**src/rtl/tdff_pkg.sv**
```systemverilog
package tdff_pkg;
    localparam int EDGE_LIMIT = 2;

    typedef enum logic [1:0] {
        EDGE_NONE = 2'd0,
        EDGE_RISE = 2'd1,
        EDGE_FALL = 2'd2
    } edge_kind_t;
endpackage

```
**src/rtl/tdff_level_at.sv**
```systemverilog
module tdff_level_at #(
    parameter int NSLOT = 4,
    parameter int OFS_W = 3
) (
    input  logic                   start_lvl,
    input  logic [NSLOT-1:0]       vld,
    input  logic [NSLOT*OFS_W-1:0] ofs,
    input  logic [OFS_W-1:0]       at_ofs,
    output logic                   lvl_o
);
    // Level at at_ofs: start level toggled by every transition not later than it.
    always_comb begin
        lvl_o = start_lvl;
        for (int i = 0; i < NSLOT; i++) begin
            if (vld[i] && (ofs[i*OFS_W +: OFS_W] <= at_ofs)) begin
                lvl_o = ~lvl_o;
            end
        end
    end
endmodule

```
**src/rtl/tdff_edge_pick.sv**
```systemverilog
module tdff_edge_pick
    import tdff_pkg::*;
#(
    parameter int NSLOT = 4,
    parameter int OFS_W = 3
) (
    input  logic                   clk,
    input  logic                   rst_n,
    input  logic                   start_lvl,
    input  logic [NSLOT-1:0]       vld,
    input  logic [NSLOT*OFS_W-1:0] ofs,
    output edge_kind_t             kind_o [EDGE_LIMIT],
    output logic [OFS_W-1:0]       ofs_o  [EDGE_LIMIT],
    output logic                   over_o
);
    localparam int CNT_W = $clog2(NSLOT + 1);

    logic [CNT_W-1:0] rank  [NSLOT];
    logic [CNT_W-1:0] total;

    // Rank of each valid slot: earlier offsets first, lower index wins ties.
    always_comb begin
        total = '0;
        for (int i = 0; i < NSLOT; i++) begin
            rank[i] = '0;
            if (vld[i]) total = total + 1'b1;
            for (int j = 0; j < NSLOT; j++) begin
                if (vld[j] && (j != i) &&
                    ((ofs[j*OFS_W +: OFS_W] < ofs[i*OFS_W +: OFS_W]) ||
                     ((ofs[j*OFS_W +: OFS_W] == ofs[i*OFS_W +: OFS_W]) && (j < i)))) begin
                    rank[i] = rank[i] + 1'b1;
                end
            end
        end
    end

    assign over_o = (total > CNT_W'(EDGE_LIMIT));

    // Kept edge k leaves the clock at start ^ (k even); a 1 there is a rise.
    always_comb begin
        for (int k = 0; k < EDGE_LIMIT; k++) begin
            kind_o[k] = EDGE_NONE;
            ofs_o[k]  = '0;
            for (int i = 0; i < NSLOT; i++) begin
                if (vld[i] && (rank[i] == CNT_W'(k))) begin
                    kind_o[k] = ((start_lvl ^ ((k % 2) == 0)) == 1'b1) ? EDGE_RISE : EDGE_FALL;
                    ofs_o[k]  = ofs[i*OFS_W +: OFS_W];
                end
            end
        end
    end

    p_kept_in_order_r6: assert property (@(posedge clk) disable iff (!rst_n)
        (kind_o[1] != EDGE_NONE) |-> ((kind_o[0] != EDGE_NONE) && (ofs_o[0] <= ofs_o[1])));

    p_edges_alternate_r8: assert property (@(posedge clk) disable iff (!rst_n)
        (kind_o[1] != EDGE_NONE) |-> (kind_o[0] != kind_o[1]));

    p_over_full_r7: assert property (@(posedge clk) disable iff (!rst_n)
        over_o |-> ((kind_o[0] != EDGE_NONE) && (kind_o[1] != EDGE_NONE)));
endmodule

```
**src/rtl/tdff_timed.sv**
```systemverilog
module tdff_timed
    import tdff_pkg::*;
#(
    parameter int OFS_W     = 3,
    parameter int CLK_SLOTS = 4,
    parameter int DAT_SLOTS = 4
) (
    input  logic                       clk,
    input  logic                       rst_n,
    input  logic                       ck_start_i,
    input  logic [CLK_SLOTS-1:0]       ck_vld_i,
    input  logic [CLK_SLOTS*OFS_W-1:0] ck_ofs_i,
    input  logic                       d_start_i,
    input  logic [DAT_SLOTS-1:0]       d_vld_i,
    input  logic [DAT_SLOTS*OFS_W-1:0] d_ofs_i,
    output logic                       q_start_o,
    output logic                       q_tr_vld_o,
    output logic [OFS_W-1:0]           q_tr_ofs_o,
    output logic                       q_end_o,
    output logic                       ck_over_o
);
    edge_kind_t       kind  [EDGE_LIMIT];
    logic [OFS_W-1:0] e_ofs [EDGE_LIMIT];
    logic             samp  [EDGE_LIMIT];
    logic             state_q;

    tdff_edge_pick #(.NSLOT(CLK_SLOTS), .OFS_W(OFS_W)) u_pick (
        .clk       (clk),
        .rst_n     (rst_n),
        .start_lvl (ck_start_i),
        .vld       (ck_vld_i),
        .ofs       (ck_ofs_i),
        .kind_o    (kind),
        .ofs_o     (e_ofs),
        .over_o    (ck_over_o)
    );

    for (genvar k = 0; k < EDGE_LIMIT; k++) begin : g_samp
        tdff_level_at #(.NSLOT(DAT_SLOTS), .OFS_W(OFS_W)) u_lvl (
            .start_lvl (d_start_i),
            .vld       (d_vld_i),
            .ofs       (d_ofs_i),
            .at_ofs    (e_ofs[k]),
            .lvl_o     (samp[k])
        );
    end

    // Loop-break register: end-of-cycle level becomes next start level.
    always_ff @(posedge clk) begin
        if (!rst_n) state_q <= 1'b0;
        else        state_q <= q_end_o;
    end

    assign q_start_o = state_q;

    // Walk the kept edges in order within the cycle.
    always_comb begin
        q_end_o    = state_q;
        q_tr_vld_o = 1'b0;
        q_tr_ofs_o = '0;
        for (int k = 0; k < EDGE_LIMIT; k++) begin
            unique case (kind[k])
                EDGE_RISE: begin
                    if (samp[k] != q_end_o) begin
                        q_end_o    = samp[k];
                        q_tr_vld_o = 1'b1;
                        q_tr_ofs_o = e_ofs[k];
                    end
                end
                EDGE_FALL, EDGE_NONE: ;
                default: ;
            endcase
        end
    end

    p_tr_flips_state_r5: assert property (@(posedge clk) disable iff (!rst_n)
        q_tr_vld_o |=> (q_start_o != $past(q_start_o)));

    p_hold_without_tr_r4: assert property (@(posedge clk) disable iff (!rst_n)
        !q_tr_vld_o |=> $stable(q_start_o));

    p_tr_at_rise_r2: assert property (@(posedge clk) disable iff (!rst_n)
        q_tr_vld_o |-> (((kind[0] == EDGE_RISE) && (e_ofs[0] == q_tr_ofs_o)) ||
                        ((kind[1] == EDGE_RISE) && (e_ofs[1] == q_tr_ofs_o))));

    p_single_rise_r8: assert property (@(posedge clk) disable iff (!rst_n)
        $onehot0({kind[0] == EDGE_RISE, kind[1] == EDGE_RISE}));
endmodule

```
**config.mk**
```make
export PLATFORM = sky130hd
export DESIGN_NAME = tdff_timed
export DESIGN_NICKNAME = d
export VERILOG_FILES = /design/src/rtl/tdff_pkg.sv /design/src/rtl/tdff_level_at.sv /design/src/rtl/tdff_edge_pick.sv /design/src/rtl/tdff_timed.sv
export SDC_FILE = /design/constraint.sdc
export NUM_CORES = 1
export LEC_CHECK = 0
export BUFFER_PORTS_ARGS = -buffer_cell sky130_fd_sc_hd__clkbuf_2
export CELL_PAD_IN_SITES_DETAIL_PLACEMENT = 0
export CELL_PAD_IN_SITES_GLOBAL_PLACEMENT = 1
export CORE_MARGIN = 2
export CORE_UTILIZATION = 42
export CTS_BUF_LIST = sky130_fd_sc_hd__clkbuf_8 sky130_fd_sc_hd__clkbuf_16
export CTS_CLUSTER_DIAMETER = 40
export DETAILED_ROUTE_END_ITERATION = 8
export GPL_TIMING_DRIVEN = 0
export PLACE_DENSITY_LB_ADDON = 0.08
export SYNTH_ARGS = -nofsm -noshare
export SYNTH_HDL_FRONTEND = slang
export SYNTH_HIERARCHICAL = 1
export SYNTH_SLANG_ARGS = --single-unit
```
**constraint.sdc**
```tcl
create_clock -name clk -period 5.6 [get_ports clk]
set_input_delay 0.28 -clock clk [delete_from_list [all_inputs] [get_ports clk]]
set_output_delay 0.28 -clock clk [all_outputs]
set_load 0.005 [all_outputs]
```
# After elaboration in Yosys (flattened, before gate mapping)
# Cells that the tools add are included.
[totals]
register_bits = 1
inputBits = 36
out_inout_bits = 7
[op_classes]
reduce_logical = 38
n_eq_ne = 14
magnitude_cmp = 21
n_bitwise = 7
muxes = 54
addsub = 11
[op_table]
columns = ["cell", "count"]
rows = [
  ["two-way mux 3 bit", 23],
  ["< comparator 3 bit", 12],
  ["adder 3 x 1 -> 3 bit (second input constant)", 11],
  ["logical AND 1 bit", 28],
  ["<= comparator 3 bit", 8],
  ["two-way mux 1 bit", 21],
  ["two-way mux 2 bit", 10],
  ["== test 3 bit", 6],
  ["== test 3 x 1 -> 1 bit (second input constant)", 4],
  ["zero test 3 bit", 4],
  ["inverter 1 bit", 7],
  ["logical OR 1 bit", 6],
  ["== test 2 x 1 -> 1 bit (second input constant)", 2],
  ["greater-than comparator 3 x 2 -> 1 bit (second input constant)", 1],
  ["!= test 1 bit", 2],
]

# Depth between registers and ports, before layout
[depth]
depth_word = 28
depth_mapped = 27

# Hierarchy
# Netlist, hierarchy kept.
[by_module_without_submodules]
columns = ["mod", "cells_each", "seq_area_each_um2", "instances", "area_per_inst_um2"]
rows = [
  ["tdff_edge_pick", 166, 0.0, 1, 1291.2],
  ["tdff_level_at", 42, 0.0, 2, 340.3],
  ["tdff_timed", 26, 20.0, 1, 178.9],
]

# Least setup slack after synthesis
# OpenSTA, ideal clock, no wires.
[synth_path]
kind = "input port to output port"
startpoint = "input ck_ofs_i[4]"
endpoint = "output q_tr_ofs_o[0]"
setup_slack_ps = 1244
path_buffers = 0
required_ps = 5320
stages = 24
arrival_ps = 4076
path_cell_list = "inv_1 ha_1 a21o_1 a21oi_1 a31oi_1 nand2b_1 ha_1 nand3b_1 mux2i_2 nand2_1 o2111ai_1 o221a_1 inv_1 ha_1 nor2b_1 o21a_1 o21ai_1 nand2_1 xnor2_2 xnor2_1 nor3b_2 nor3_1 o21ai_1 o22ai_1"
[synth_lines]
columns = ["item", "line_no", "source"]
rows = [
  ["from (decl)", "tdff_timed.sv:12", "input logic [CLK_SLOTS*OFS_W-1:0] ck_ofs_i,"],
  ["to (decl)", "tdff_timed.sv:18", "output logic [OFS_W-1:0] q_tr_ofs_o,"],
]

==> results.yml <==
cells_and_area:
  nFillCells: 552
  fin_nets: 408
  fin_util_pct: 49.1
  area_growth_pct: 14.4
  diodes: 0
  drive_gt1_share_pct: 23.0
  postLayoutCellArea_sq_um: 2460
  largest_reg_flops: 1
critical_path:
  r2r_cells: 3
  endpoint: "q_tr_ofs_o[1]"
  r2r-start: "q_start_o"
  crit_type: "in -> out"
  crit_required_ns: 5.32
  start_kind: "input port"
  crit_path_start: "ck_ofs_i[10]"
  cp_max_fo: 8
  timing.rr.end: "q_start_o"
  endpoint_kind: "output pin"
  rrSetupSlack_ns: 4.65
  crit_arrival_ns: 4.85
place:
  pre_cts_ws_ns: 0.197
  place.gp.congestion: 0.832
  placed_cell_area_sq_um: 2440
  hpwl_um: 4520
  io_buffer_count: 41
timing:
  worst_slew_pin_slew_ns: 0.497
  slew_violations: 0
  period_needed_ns: 5.13
  max_freq_mhz: 195
  setup_viol: 0
  final-hold-violation-count: 0
  relSlewSlack_pct: 66.9
  rsz0062_at_grt: "false"
  fin_ws_ns: 0.466
  fin_crit_sh_pct: 91.7
  skew_ns: 0
  tns_ns: 0
pwr:
  combPwrFrac_pct: 97.4
  p_total_uw: 564
  powerDensity_nw_per_um2: 229
  sequentialPowerShare_pct: 2.6
  p_int_uw: 265
  clkPwrFrac_pct: 0
  peakVddDrop_uv: 141
  p_leak_uw: 0.00129
  p_sw_uw: 299
  p_sw_share_pct: 53.0
synthesis:
  synth.distinct_cells: 50
  yosys_warnings: 6
  ys_seq_elements: 1
  synthCells: 276
  ys_seq_area_share_pct: 0.931
  syn_area_per_cell_sq_um: 7.79
  synth_flop_cell: "dfxtp_1"
  synth-async-reset-ratio_pct: 0
  synthesis.nets: 365
  synth_edf_count: 0
  synth_area_sq_um: 2150
die:
  die_x_um: 75.6
  die_y_um: 75.6
  start_util_pct: 42.9
  die_area_sq_um: 5710
  rows: 26
  core_sq_um: 5010
  io_pins: 43
clocking:
  insertion_delay_ns: 0
  ctsHoldBuffers: 0
  path_clk_slew_ns: 0
global_route:
  antenna_found_initial: 0
  grt_usage_pct: 17.8
  grt_pass1_vias: 1817
  grt_first_pass_wirelength_um: 8090
  grt_overflow: 0
  grt_max_degree: 11
routing:
  via_per_inst: 5.27
  dr.pass1.iters: 4
  postRouteWirelength_um: 5140
  drtIter0Drc: 61
  avgRoutedWirePerCell_um: 13.3
  drc_errors: 0
  vias: 2039
  ant_nets: 0
hold_path:
  hp-class: "in -> reg"
status:
  status: "complete, no violations"
flow_run:
  cap_violations: 0
==> layer usage <==
layer  vias to the layer above  GRT usage (%)  routed length, um  part of all wire [%]
met3                         2              0                129                   2.5
met1                       918           22.6               2370                    46
met4                         0          0.975                 31                  0.60
li1                       1083              -                  -                     -
met2                        36           35.1               2600                    51
met5                         -              0                  0                     0
==> power groups by stage <==
stage / sequential (uW) / clock, uW / combinational (uW)
after detailed placement: 14.6 / 0 / 547
final: 14.4 / 0 / 550
after global routing: 15.2 / 0 / 622
after CTS: 14.5 / 0 / 550
after global placement: 14.7 / 0 / 539
after floorplan: 14.4 / 0 / 415
==> layout by cell type, fill, tap and decap left out, drive strengths merged, types with 5 or more instances in the layout <==
master | Yosys | final
o2111ai | 6 | 6
xnor2 | 8 | 8
nor2b | 14 | 14
inv | 41 | 41
a21oi | 11 | 11
nand3 | 14 | 14
clkbuf | 0 | 41
o21a | 10 | 10
o21ai | 17 | 17
o221a | 5 | 5
ha | 53 | 53
nand2b | 8 | 8
nand2 | 30 | 30
mux2i | 8 | 8
nor2 | 7 | 7
==> how the worst min path moves through the flow <==
stage | start | endpoint | slack [ns] | depth (start not counted)
floorplan | rst_n | q_start_o | 0.42 | 1
global placement | rst_n | q_start_o | 0.50 | 2
detailed placement | rst_n | q_start_o | 0.50 | 2
CTS | rst_n | q_start_o | 0.50 | 2
global route | rst_n | q_start_o | 0.52 | 2
finish | rst_n | q_start_o | 0.50 | 2
==> cell usage after synthesis, types with 3 or more instances <==
master / instances / share of area (%)
nor2b_1: 9 / 2.6
nand3_1: 14 / 3.3
nor2_1: 7 / 1.2
a21o_1: 3 / 1.0
and3_1: 4 / 1.2
o21ai_0: 7 / 1.6
nand2b_1: 7 / 2.0
o21ai_1: 8 / 1.9
nand2_1: 28 / 4.9
xnor2_1: 6 / 2.4
o221a_1: 5 / 2.6
o22ai_1: 4 / 1.2
a21oi_1: 10 / 2.3
mux2i_2: 5 / 3.2
inv_1: 41 / 7.2
a31oi_1: 3 / 0.87
ha_1: 53 / 31
o2111ai_1: 5 / 2.0
nor2b_4: 5 / 3.2
o21a_1: 9 / 3.1
nand3b_1: 4 / 1.4
nand4_1: 3 / 0.87
==> timing repair <==
action | CTS | global route
resized for setup | 0 | 2
endpoints found under the hold margin | 0 | 0
endpoints found under the setup margin | 0 | 3
buffers inserted | 0 | 0
==> worst max-delay path, cell delays in order <==
cell and delay (ns):
clkbuf_2 0.09, inv_1 0.10, ha_1 0.32, nor2b_1 0.21, o21a_1 0.14, nor2_1 0.03, o21ai_0 0.23, ha_1 0.32
and3_1 0.21, mux2i_4 0.32, o2111ai_1 0.19, o221a_1 0.17, inv_1 0.18, ha_1 0.28, nor2b_1 0.13, o21a_1 0.16
o21ai_1 0.15, nand2_1 0.11, xnor2_2 0.16, xnor2_2 0.32, nor3b_2 0.11, nor3_1 0.16, o21ai_1 0.14, o22ai_1 0.19
clkbuf_2 0.14
==> cell families (layout without fill, tap and decap cells) <==
group / Yosys count / in the layout / share of synthesized area, %
and+or+nand+nor: 93 / 93 / 26.2
buffers and inverters: 43 / 84 / 7.91
muxes: 9 / 9 / 5.88
adders and majority gates: 53 / 53 / 30.8
AOI/OAI and AO/OA: 67 / 67 / 23.5
DFF: 1 / 1 / 0.931
xor gates and xnor gates: 10 / 10 / 4.77
==> layout make-up <==
class / instances / area (sq um) / share of cell area (%)
multi-input combinational: 232 / 1980 / 80.4
buffer: 2 / 16.3 / 0.661
timing repair buffer: 41 / 205 / 8.34
inverter: 41 / 154 / 6.26
sequential: 1 / 20.0 / 0.814
tap: 70 / 87.6 / 3.56
==> through the flow <==
step / std cells / hold WS [ns]
2_1_floorplan: 276 / 0.416
3_3_place_gp: 387 / 0.495
3_5_place_dp: 387 / 0.497
4_1_cts: 387 / 0.498
5_1_grt: 387 / 0.524
6_report: 387 / 0.496
No activity file was read; power rests on OpenSTA's default activity.
